`config.mk`:
```
export PLATFORM = sky130hd
export DESIGN_NAME = sat_tx
export DESIGN_NICKNAME = d
export VERILOG_FILES = /design/src/rtl/sat_pkg.sv /design/src/rtl/sat_edge_sync.sv /design/src/rtl/sat_pair_hold.sv /design/src/rtl/sat_shifter.sv /design/src/rtl/sat_tx.sv
export SDC_FILE = /design/constraint.sdc
export NUM_CORES = 1
export LEC_CHECK = 0
export ABC_AREA = 1
export BUFFER_PORTS_ARGS = -buffer_cell sky130_fd_sc_hd__buf_2
export CAP_MARGIN = 20
export CORE_UTILIZATION = 45
export CTS_BUF_LIST = sky130_fd_sc_hd__clkbuf_16
export CTS_CLUSTER_DIAMETER = 50
export DETAILED_ROUTE_END_ITERATION = 8
export SETUP_SLACK_MARGIN = 0.2
export SYNTH_ARGS = -nofsm -noshare
export SYNTH_HDL_FRONTEND = slang
export SYNTH_SLANG_ARGS = --single-unit
```
`constraint.sdc`:
```
create_clock -name clk -period 2.59 [get_ports clk]
set_input_delay 0.259 -clock clk [delete_from_list [all_inputs] [get_ports clk]]
set_output_delay 0.259 -clock clk [all_outputs]
set_load 0.05 [all_outputs]
```
`src/rtl/sat_pkg.sv`:
```
package sat_pkg;

  typedef enum logic {
    FMT_LR  = 1'b0,
    FMT_DSP = 1'b1
  } sat_fmt_e;

  function automatic logic edge_rose(input logic level, input logic prev);
    return level & ~prev;
  endfunction

  function automatic logic edge_fell(input logic level, input logic prev);
    return ~level & prev;
  endfunction

  // Any event that begins a new word on the line.
  function automatic logic word_event(input sat_fmt_e fmt, input logic rise, input logic fall);
    return (fmt == FMT_DSP) ? rise : (rise | fall);
  endfunction

  // Event at which a new sample pair is taken.
  function automatic logic pair_event(input sat_fmt_e fmt, input logic rise, input logic fall);
    return (fmt == FMT_DSP) ? rise : fall;
  endfunction

  // Number of bits launched per word event.
  function automatic int burst_len(input sat_fmt_e fmt, input int w);
    return (fmt == FMT_DSP) ? 2 * w : w;
  endfunction

endpackage

```
`src/rtl/sat_edge_sync.sv`:
```
module sat_edge_sync #(
  parameter int STAGES = 2
) (
  input  logic clk,
  input  logic rst_n,
  input  logic async_in,
  output logic level,
  output logic prev
);
  localparam int DEPTH = STAGES + 1;

  logic [DEPTH-1:0] pipe_q;

  always_ff @(posedge clk) begin
    if (!rst_n) pipe_q <= '0;
    else        pipe_q <= {pipe_q[DEPTH-2:0], async_in};
  end

  assign level = pipe_q[STAGES-1];
  assign prev  = pipe_q[STAGES];
endmodule

```
`src/rtl/sat_pair_hold.sv`:
```
module sat_pair_hold #(
  parameter int W = 16
) (
  input  logic         clk,
  input  logic         rst_n,
  input  logic         load_valid,
  input  logic [W-1:0] load_left,
  input  logic [W-1:0] load_right,
  input  logic         take,
  output logic         load_ready,
  output logic [W-1:0] cur_left,
  output logic [W-1:0] cur_right,
  output logic         underrun
);
  logic [W-1:0] wait_left_q, wait_right_q;
  logic         wait_full_q;
  logic         accept_w;

  assign accept_w   = load_valid & ~wait_full_q;
  assign load_ready = ~wait_full_q;

  always_ff @(posedge clk) begin
    if (!rst_n) begin
      wait_left_q  <= '0;
      wait_right_q <= '0;
      wait_full_q  <= 1'b0;
      cur_left     <= '0;
      cur_right    <= '0;
      underrun     <= 1'b0;
    end else begin
      if (accept_w) begin
        wait_left_q  <= load_left;
        wait_right_q <= load_right;
        wait_full_q  <= 1'b1;
      end
      if (take) begin
        if (wait_full_q) begin
          cur_left    <= wait_left_q;
          cur_right   <= wait_right_q;
          wait_full_q <= 1'b0;
          underrun    <= 1'b0;
        end else begin
          underrun    <= 1'b1;
        end
      end
    end
  end
endmodule

```
`src/rtl/sat_shifter.sv`:
```
module sat_shifter #(
  parameter int W = 16
) (
  input  logic                        clk,
  input  logic                        rst_n,
  input  logic                        launch,
  input  logic                        bit_fall,
  input  logic [2*W-1:0]              burst,
  input  logic [$clog2(2*W+1)-1:0]    burst_bits,
  output logic                        sdata,
  output logic                        idle
);
  localparam int SW = 2 * W;
  localparam int CW = $clog2(SW + 1);

  logic [SW-1:0] sh_q;
  logic [CW-1:0] left_q;

  always_ff @(posedge clk) begin
    if (!rst_n) begin
      sh_q   <= '0;
      left_q <= '0;
      sdata  <= 1'b0;
    end else if (launch) begin
      sdata  <= burst[SW-1];
      sh_q   <= {burst[SW-2:0], 1'b0};
      left_q <= burst_bits - CW'(1);
    end else if (bit_fall) begin
      if (left_q != '0) begin
        sdata  <= sh_q[SW-1];
        sh_q   <= {sh_q[SW-2:0], 1'b0};
        left_q <= left_q - CW'(1);
      end else begin
        sdata  <= 1'b0;
      end
    end
  end

  assign idle = (left_q == '0);
endmodule

```
`src/rtl/sat_tx.sv`:
```
module sat_tx #(
  parameter int W           = 16,
  parameter int SYNC_STAGES = 2
) (
  input  logic         clk,
  input  logic         rst_n,
  input  logic         bclk,
  input  logic         lrclk,
  input  logic         fmt_dsp,
  input  logic         load_valid,
  input  logic [W-1:0] load_left,
  input  logic [W-1:0] load_right,
  output logic         load_ready,
  output logic         sdata,
  output logic         underrun
);
  import sat_pkg::*;

  localparam int SW = 2 * W;
  localparam int CW = $clog2(SW + 1);

  sat_fmt_e fmt;
  assign fmt = sat_fmt_e'(fmt_dsp);

  logic bclk_lvl, bclk_prev, lr_lvl, lr_prev;

  sat_edge_sync #(.STAGES(SYNC_STAGES)) u_bclk_sync (
    .clk(clk), .rst_n(rst_n), .async_in(bclk), .level(bclk_lvl), .prev(bclk_prev)
  );
  sat_edge_sync #(.STAGES(SYNC_STAGES)) u_lr_sync (
    .clk(clk), .rst_n(rst_n), .async_in(lrclk), .level(lr_lvl), .prev(lr_prev)
  );

  // Named internal events
  logic bit_fall_w, lr_rise_w, lr_fall_w;
  logic word_event_w, frame_start_w, launch_w, idle_w;

  assign bit_fall_w    = edge_fell(bclk_lvl, bclk_prev);
  assign lr_rise_w     = edge_rose(lr_lvl, lr_prev);
  assign lr_fall_w     = edge_fell(lr_lvl, lr_prev);
  assign word_event_w  = word_event(fmt, lr_rise_w, lr_fall_w);
  assign frame_start_w = pair_event(fmt, lr_rise_w, lr_fall_w);

  // Pending word: armed by an event, launched by the next distinct fall
  logic pend_q, pend_right_q;

  assign launch_w = pend_q & bit_fall_w & ~word_event_w;

  always_ff @(posedge clk) begin
    if (!rst_n) begin
      pend_q       <= 1'b0;
      pend_right_q <= 1'b0;
    end else if (word_event_w) begin
      pend_q       <= 1'b1;
      pend_right_q <= (fmt == FMT_LR) & lr_lvl;
    end else if (launch_w) begin
      pend_q       <= 1'b0;
    end
  end

  logic [W-1:0] cur_left, cur_right;

  sat_pair_hold #(.W(W)) u_hold (
    .clk(clk), .rst_n(rst_n),
    .load_valid(load_valid), .load_left(load_left), .load_right(load_right),
    .take(frame_start_w),
    .load_ready(load_ready), .cur_left(cur_left), .cur_right(cur_right),
    .underrun(underrun)
  );

  logic [SW-1:0] burst_w;
  logic [CW-1:0] burst_bits_w;

  always_comb begin
    if (fmt == FMT_DSP) burst_w = {cur_left, cur_right};
    else                burst_w = {(pend_right_q ? cur_right : cur_left), {W{1'b0}}};
    burst_bits_w = CW'(burst_len(fmt, W));
  end

  sat_shifter #(.W(W)) u_shift (
    .clk(clk), .rst_n(rst_n),
    .launch(launch_w), .bit_fall(bit_fall_w),
    .burst(burst_w), .burst_bits(burst_bits_w),
    .sdata(sdata), .idle(idle_w)
  );
endmodule

```
==> flow_metrics.py, run 1 <==
metrics = {
    "outcome": {
        "status": "finished clean",
    },
    "timing": {
        "clock_skew_ns": 0.00761,
        "finalSetupViolCount": 0,
        "slew_violations": 0,
        "finalCriticalPeriod_ns": 1.95,
        "hold_viol_final": 0,
        "finalSetupTns_ns": 0,
        "timing.fmax_mhz": 512,
        "relSlewSlack_pct": 41.1,
        "rsz0062_at_grt": "no",
        "fin_crit_sh_pct": 75.4,
        "tightestPinTransition_ns": 0.883,
    },
    "synthesis": {
        "syn_area_sq_um": 4560,
        "synthMuxAreaShare_pct": 0,
        "synth-async-reset-ratio_pct": 0,
        "yosysUniqueCellTypes": 25,
        "synth_edf_count": 0,
        "synth_xor_area_share_pct": 0,
        "synth_warnings": 0,
        "synth_simple_gate_area_share_pct": 21.9,
        "synthCells": 609,
        "ys_seq_area_share_pct": 49.1,
        "synth_fp_nets": 650,
        "ys_ff_latch": 112,
        "ys.flop_type": "dfxtp_1",
        "synth_top_cells_by_area": "dfxtp_1 49%, o21ai_0 13%, nor2_1 9.6%",
        "synth.largest_area_cell": "dfxtp_1",
        "synth_top_family_by_area": "simple AND/OR/NAND/NOR gates",
        "synth.top_cell.area_share_pct": 49.1,
        "synth_compound_area_share_pct": 19.7,
        "avgSynthCellArea_sq_um": 7.49,
        "synth-adder-area-share_pct": 0.823,
    },
    "pwr": {
        "switching_share_pct": 23.0,
        "p_leak_uw": 0.00213,
        "p_seq_share_pct": 51.6,
        "p_comb_share_pct": 6.3,
        "pwr-share-clk_pct": 42.1,
        "ir_worst_vdd_mv": 0.413,
        "power_density_nw_per_um2": 688,
        "p_int_uw": 2720,
        "switching_power_uw": 810,
    },
    "setup_path": {
        "cp-startpoint": "u_lr_sync.pipe_q[1]$_SDFF_PN0_",
        "r2r-start": "u_lr_sync.pipe_q[1]$_SDFF_PN0_",
        "reg2reg_slack_ns": 0.64,
        "endpoint_kind": "flop",
        "arrival_ns": 2.17,
        "worstSetupStartpointType": "flop",
        "cp.required_ns": 2.81,
        "crit_end": "u_shift.left_q[5]$_SDFFE_PN0P_",
        "reg2reg_depth": 11,
        "criticalPathCategory": "flop to flop",
        "critPathMaxFanout": 32,
        "reg2reg_to": "u_shift.left_q[5]$_SDFFE_PN0P_",
    },
    "run": {
        "drv_cap": 0,
    },
    "placed_design": {
        "placed_cells": 751,
        "gp_congestion": 0.799,
        "hpwl_mm": 6.60,
        "portBuffers": 40,
    },
    "floorplanning": {
        "die_h_um": 103,
        "die_area_sq_um": 10500,
        "boundaryPins": 41,
        "rows": 36,
        "initial_core_util_pct": 46.5,
        "die_w_um": 103,
        "core_sq_um": 9820,
    },
    "cts": {
        "post_cts_buffers": 0,
        "htreeDepth": 3,
        "clkTransAtPathRegs_ns": 0.07,
        "ctsResizeCount": 0,
        "cts_tree": "built",
        "cts_buffers": 9,
        "clkLatencyLatePin_ns": 0.35,
        "cts.sinks": 112,
        "root_buffer": "clkbuf_16",
        "clock_path_buffers": 2,
        "cts_hold_buf": 0,
    },
    "global_route": {
        "gr-total-overflow": 0,
        "grtUsageTotal_pct": 21.2,
        "antenna_found_initial": 0,
        "grt_pass1_vias": 3654,
        "grt_pass1_wl_mm": 17.2,
        "grt_max_degree": 67,
    },
    "detailed_routing": {
        "ant_nets": 0,
        "wl_per_cell_um": 13.1,
        "viasPerCell": 5.05,
        "drc": 0,
        "drt_pre_antenna_iters": 4,
        "vias": 3868,
        "drt_iter0_drc": 192,
        "wirelength_mm": 10.0,
    },
    "worst_hold_path": {
        "hold_path.class": "input port to flop",
    },
    "cells_and_area": {
        "drive_above_1_share_pct": 12.5,
        "stdcell_count": 766,
        "antenna_cells": 0,
        "area_growth_pct": 12.3,
        "fin_nets": 670,
    },
}
-- Yosys cell counts (2+ instances only) --
library cell	count
ha_1	3
nand2_2	5
o21ai_1	17
buf_4	6
nand2_1	70
o21ai_0	114
inv_2	2
nor2_1	117
dfxtp_1	112
a21oi_1	41
buf_2	9
nand3_1	39
nor2_8	2
inv_1	38
clkbuf_1	20
buf_6	5
-- flip-flops by register name (all words and copies together), names as in the netlist --
name and count:
u_lr_sync.pipe_q 3, u_hold.underrun 1, u_hold.cur_right 16, u_shift.sdata 1
u_hold.cur_left 16, u_shift.sh_q 31, pend_q 1, u_shift.left_q 6
u_hold.wait_full_q 1, u_hold.wait_left_q 16, u_bclk_sync.pipe_q 3, pend_right_q 1
u_hold.wait_right_q 16
-- through the flow --
| stage | instance area, sq um | utilization, % | hold slack, ns | total power (uW) | worst slack, ns |
|---|---|---|---|---|---|
| after floorplan | 4560 | - | 0.357 | 2010 | 0.767 |
| after global placement | 4800 | 48.9 | 0.413 | 2080 | 0.720 |
| after detailed placement | 4800 | 48.9 | 0.417 | 2080 | 0.627 |
| after CTS | 5120 | 52.2 | 0.0783 | 3570 | 0.614 |
| after global routing | 5120 | 52.2 | 0.0922 | 3700 | 0.450 |
| final | 5120 | 52.2 | 0.0894 | 3530 | 0.636 |
-- power groups by stage --
stage	logic (uW)	registers [uW]	clock network, uW
after floorplan	153	1850	0
after global placement	220	1860	0
after detailed placement	223	1860	0
after CTS	224	1820	1520
after global routing	255	1830	1610
final	221	1820	1490
-- layer usage --
layer,GRT usage [%],up-vias,wire length (um)
met4,4.95,0,96
met2,35.4,73,4530
met5,0,-,0
li1,-,2032,-
met1,27.4,1755,4960
met3,5.56,8,425
-- worst max-delay path, cell delays in order, from the launching register on --
cell,delay (ns)
dfxtp_1,0.36
inv_1,0.05
ha_1,0.33
nor2_4,0.16
nor2_8,0.07
nand2_4,0.12
buf_4,0.33
nand2_2,0.09
nand2_1,0.10
nand3_1,0.08
nand3_1,0.09
a21oi_1,0.06
-- how the worst min path moves through the flow --
stage	from	endpoint	slack, ns	depth (start not counted)
floorplan	bclk	u_bclk_sync.pipe_q[0]$_SDFF_PN0_	0.36	2
global placement	u_lr_sync.pipe_q[0]$_SDFF_PN0_	u_lr_sync.pipe_q[1]$_SDFF_PN0_	0.41	2
detailed placement	u_lr_sync.pipe_q[0]$_SDFF_PN0_	u_lr_sync.pipe_q[1]$_SDFF_PN0_	0.42	2
CTS	bclk	u_bclk_sync.pipe_q[0]$_SDFF_PN0_	0.08	3
global route	bclk	u_bclk_sync.pipe_q[0]$_SDFF_PN0_	0.09	3
finish	bclk	u_bclk_sync.pipe_q[0]$_SDFF_PN0_	0.09	3
-- cell type report --
| type | count | area, sq um |
|---|---|---|
| well taps | 133 | 166 |
| multi-input cells | 414 | 1930 |
| fillers | 1062 | 4700 |
| inverters | 42 | 160 |
| clock buffers | 9 | 225 |
| repair buffers | 50 | 300 |
| flip-flops and latches | 112 | 2240 |
| clock inverters | 6 | 93.8 |
-- cells by family after synthesis --
kind of cell    count (synthesis)
compound gates                175
flops                         112
buf+inv                        83
fa+ha+maj                       3
simple gates                  236
-- placed cells by master (no fill, tap or decap), types with 3 or more instances in the layout --
cell,Yosys,routed
nand2_1,70,70
a21oi_1,41,41
dfxtp_1,112,112
o21ai_1,17,17
buf_4,6,8
nor2_1,117,117
inv_1,38,38
ha_1,3,3
o21ai_0,114,114
buf_2,9,40
nand2_2,5,5
clkbuf_16,0,9
nand3_1,39,39
(Power assumes the default switching activity.)
==> inputs of run 2 (changes only) <==
==> constraint.sdc (replaced) <==
create_clock -name clk -period 2 [get_ports clk]
set_input_delay 0.2 -clock clk [delete_from_list [all_inputs] [get_ports clk]]
set_output_delay 0.2 -clock clk [all_outputs]
set_load 0.05 [all_outputs]
==> flow_metrics.py, run 2 (synthesized netlist as in run 1, its figures left out) <==
metrics = {
    "timing": {
        "slew_violations": 0,
        "finalCriticalPeriod_ns": 1.69,
        "finalSetupViolCount": 0,
        "whs_ns": 0.0341,
        "clock_skew_ns": 0.00944,
        "fin_crit_sh_pct": 84.7,
        "timing.fmax_mhz": 590,
        "tightestPinTransition_ns": 0.866,
        "relSlewSlack_pct": 42.2,
        "hold_viol_final": 0,
        "finalSetupTns_ns": 0,
        "rsz0062_at_grt": "yes",
    },
    "cells_and_area": {
        "fin_nets": 671,
        "drive_above_1_share_pct": 13.4,
        "final_common_cell": "nor2_1",
        "regMostFlops": "u_shift.sh_q",
        "stdcell_count": 768,
        "stdcell_area_sq_um": 5150,
        "antenna_cells": 0,
        "largest_reg_flops": 31,
        "layout_common_cells": "117 x nor2_1, 113 x o21ai_0, 110 x dfxtp_1, 69 x nand2_1, 41 x a21oi_1",
        "area_growth_pct": 13.0,
    },
    "global_route": {
        "grt_max_degree": 81,
        "gr-total-overflow": 0,
        "antenna_found_initial": 0,
        "grtUsageTotal_pct": 21.1,
        "grt_pass1_vias": 3685,
        "grt_pass1_wl_mm": 17.2,
    },
    "run": {
        "drv_cap": 0,
    },
    "detailed_routing": {
        "viasPerCell": 5.08,
        "ant_nets": 0,
        "drc": 0,
        "drt_pre_antenna_iters": 6,
        "wirelength_mm": 9.86,
        "wl_per_cell_um": 12.8,
        "drt_iter0_drc": 183,
        "vias": 3898,
    },
    "worst_hold_path": {
        "hold_path.class": "input port to flop",
    },
    "floorplanning": {
        "core_sq_um": 9820,
        "rows": 36,
        "die_h_um": 103,
        "boundaryPins": 41,
        "die_w_um": 103,
        "initial_core_util_pct": 46.5,
        "die_area_sq_um": 10500,
    },
    "cts": {
        "htreeDepth": 3,
        "cts_hold_buf": 0,
        "root_buffer": "clkbuf_16",
        "ctsResizeCount": 0,
        "post_cts_buffers": 0,
        "clkTransAtPathRegs_ns": 0.08,
        "cts_buffers": 9,
        "clkLatencyLatePin_ns": 0.35,
        "clock_path_buffers": 2,
        "cts.sinks": 112,
        "cts_tree": "built",
    },
    "placed_design": {
        "gp_congestion": 0.799,
        "hpwl_mm": 6.55,
        "portBuffers": 40,
        "placed_cells": 752,
        "placed_area_sq_um": 4840,
    },
    "pwr": {
        "ir_worst_vdd_mv": 0.434,
        "p_comb_share_pct": 6.7,
        "p_leak_uw": 0.00213,
        "p_seq_share_pct": 54.3,
        "power_density_nw_per_um2": 842,
        "switching_power_uw": 1060,
        "pwr-share-clk_pct": 38.9,
        "total_power_uw": 4340,
        "p_int_uw": 3280,
        "switching_share_pct": 24.4,
    },
    "setup_path": {
        "criticalPathCategory": "flop to flop",
        "endpoint_kind": "flop",
        "arrival_ns": 1.94,
        "critPathMaxFanout": 13,
        "worstSetupStartpointType": "flop",
        "cp.required_ns": 2.25,
        "reg2reg_slack_ns": 0.31,
    },
    "outcome": {
        "status": "finished clean",
    },
}
==> run 2: routing by layer <==
metal	share of wire (%)	global-route usage, %	vias up
met3	3.5	3.39	10
met1	50	27.8	1774
li1	-	-	2038
met2	45	35.1	76
met5	0	0	-
met4	1.3	6.92	0
==> run 2: worst paths after layout <==
path	from	endpoint	cells past startpoint
worst max-delay path	u_bclk_sync.pipe_q[1]$_SDFF_PN0_	u_shift.left_q[4]$_SDFFE_PN0P_	11
worst min-delay path	bclk	u_bclk_sync.pipe_q[0]$_SDFF_PN0_	3
worst max register to register	u_bclk_sync.pipe_q[1]$_SDFF_PN0_	u_shift.left_q[4]$_SDFFE_PN0P_	11
worst min register to register	u_lr_sync.pipe_q[0]$_SDFF_PN0_	u_lr_sync.pipe_q[1]$_SDFF_PN0_	2
==> run 2: per-stage QoR <==
stage | utilization [%] | setup slack [ns]
after floorplan | - | 0.214
after global placement | 49.2 | 0.267
after detailed placement | 49.2 | 0.222
after CTS | 52.1 | 0.204
after global routing | 52.5 | 0.164
final | 52.5 | 0.306
==> run 2: power groups by stage <==
| stage | clock [uW] | sequential [uW] | combinational (uW) |
|---|---|---|---|
| after global placement | 0 | 2410 | 285 |
| after CTS | 1730 | 2360 | 293 |
| after global routing | 1820 | 2370 | 338 |
| final | 1690 | 2360 | 292 |
| after floorplan | 0 | 2400 | 200 |
| after detailed placement | 0 | 2410 | 291 |
==> run 2: layout make-up <==
cell class	count	area [sq um]
Fill cell	1023	4670
Sequential cell	112	2240
Multi-Input combinational cell	414	1960
Timing Repair Buffer	51	339
Clock buffer	9	225
Tap cell	133	166
Inverter	42	163
Clock inverter	7	55.1
==> run 2: critical path, cell delays in order (launching register included) <==
cell,delay (ns)
dfxtp_1,0.31
inv_1,0.05
nand2_1,0.12
nor2_1,0.37
nand2_8,0.15
nand2_2,0.11
ha_2,0.20
nand2_1,0.06
nand3_1,0.07
nand3_1,0.07
nand2_1,0.06
inv_1,0.03
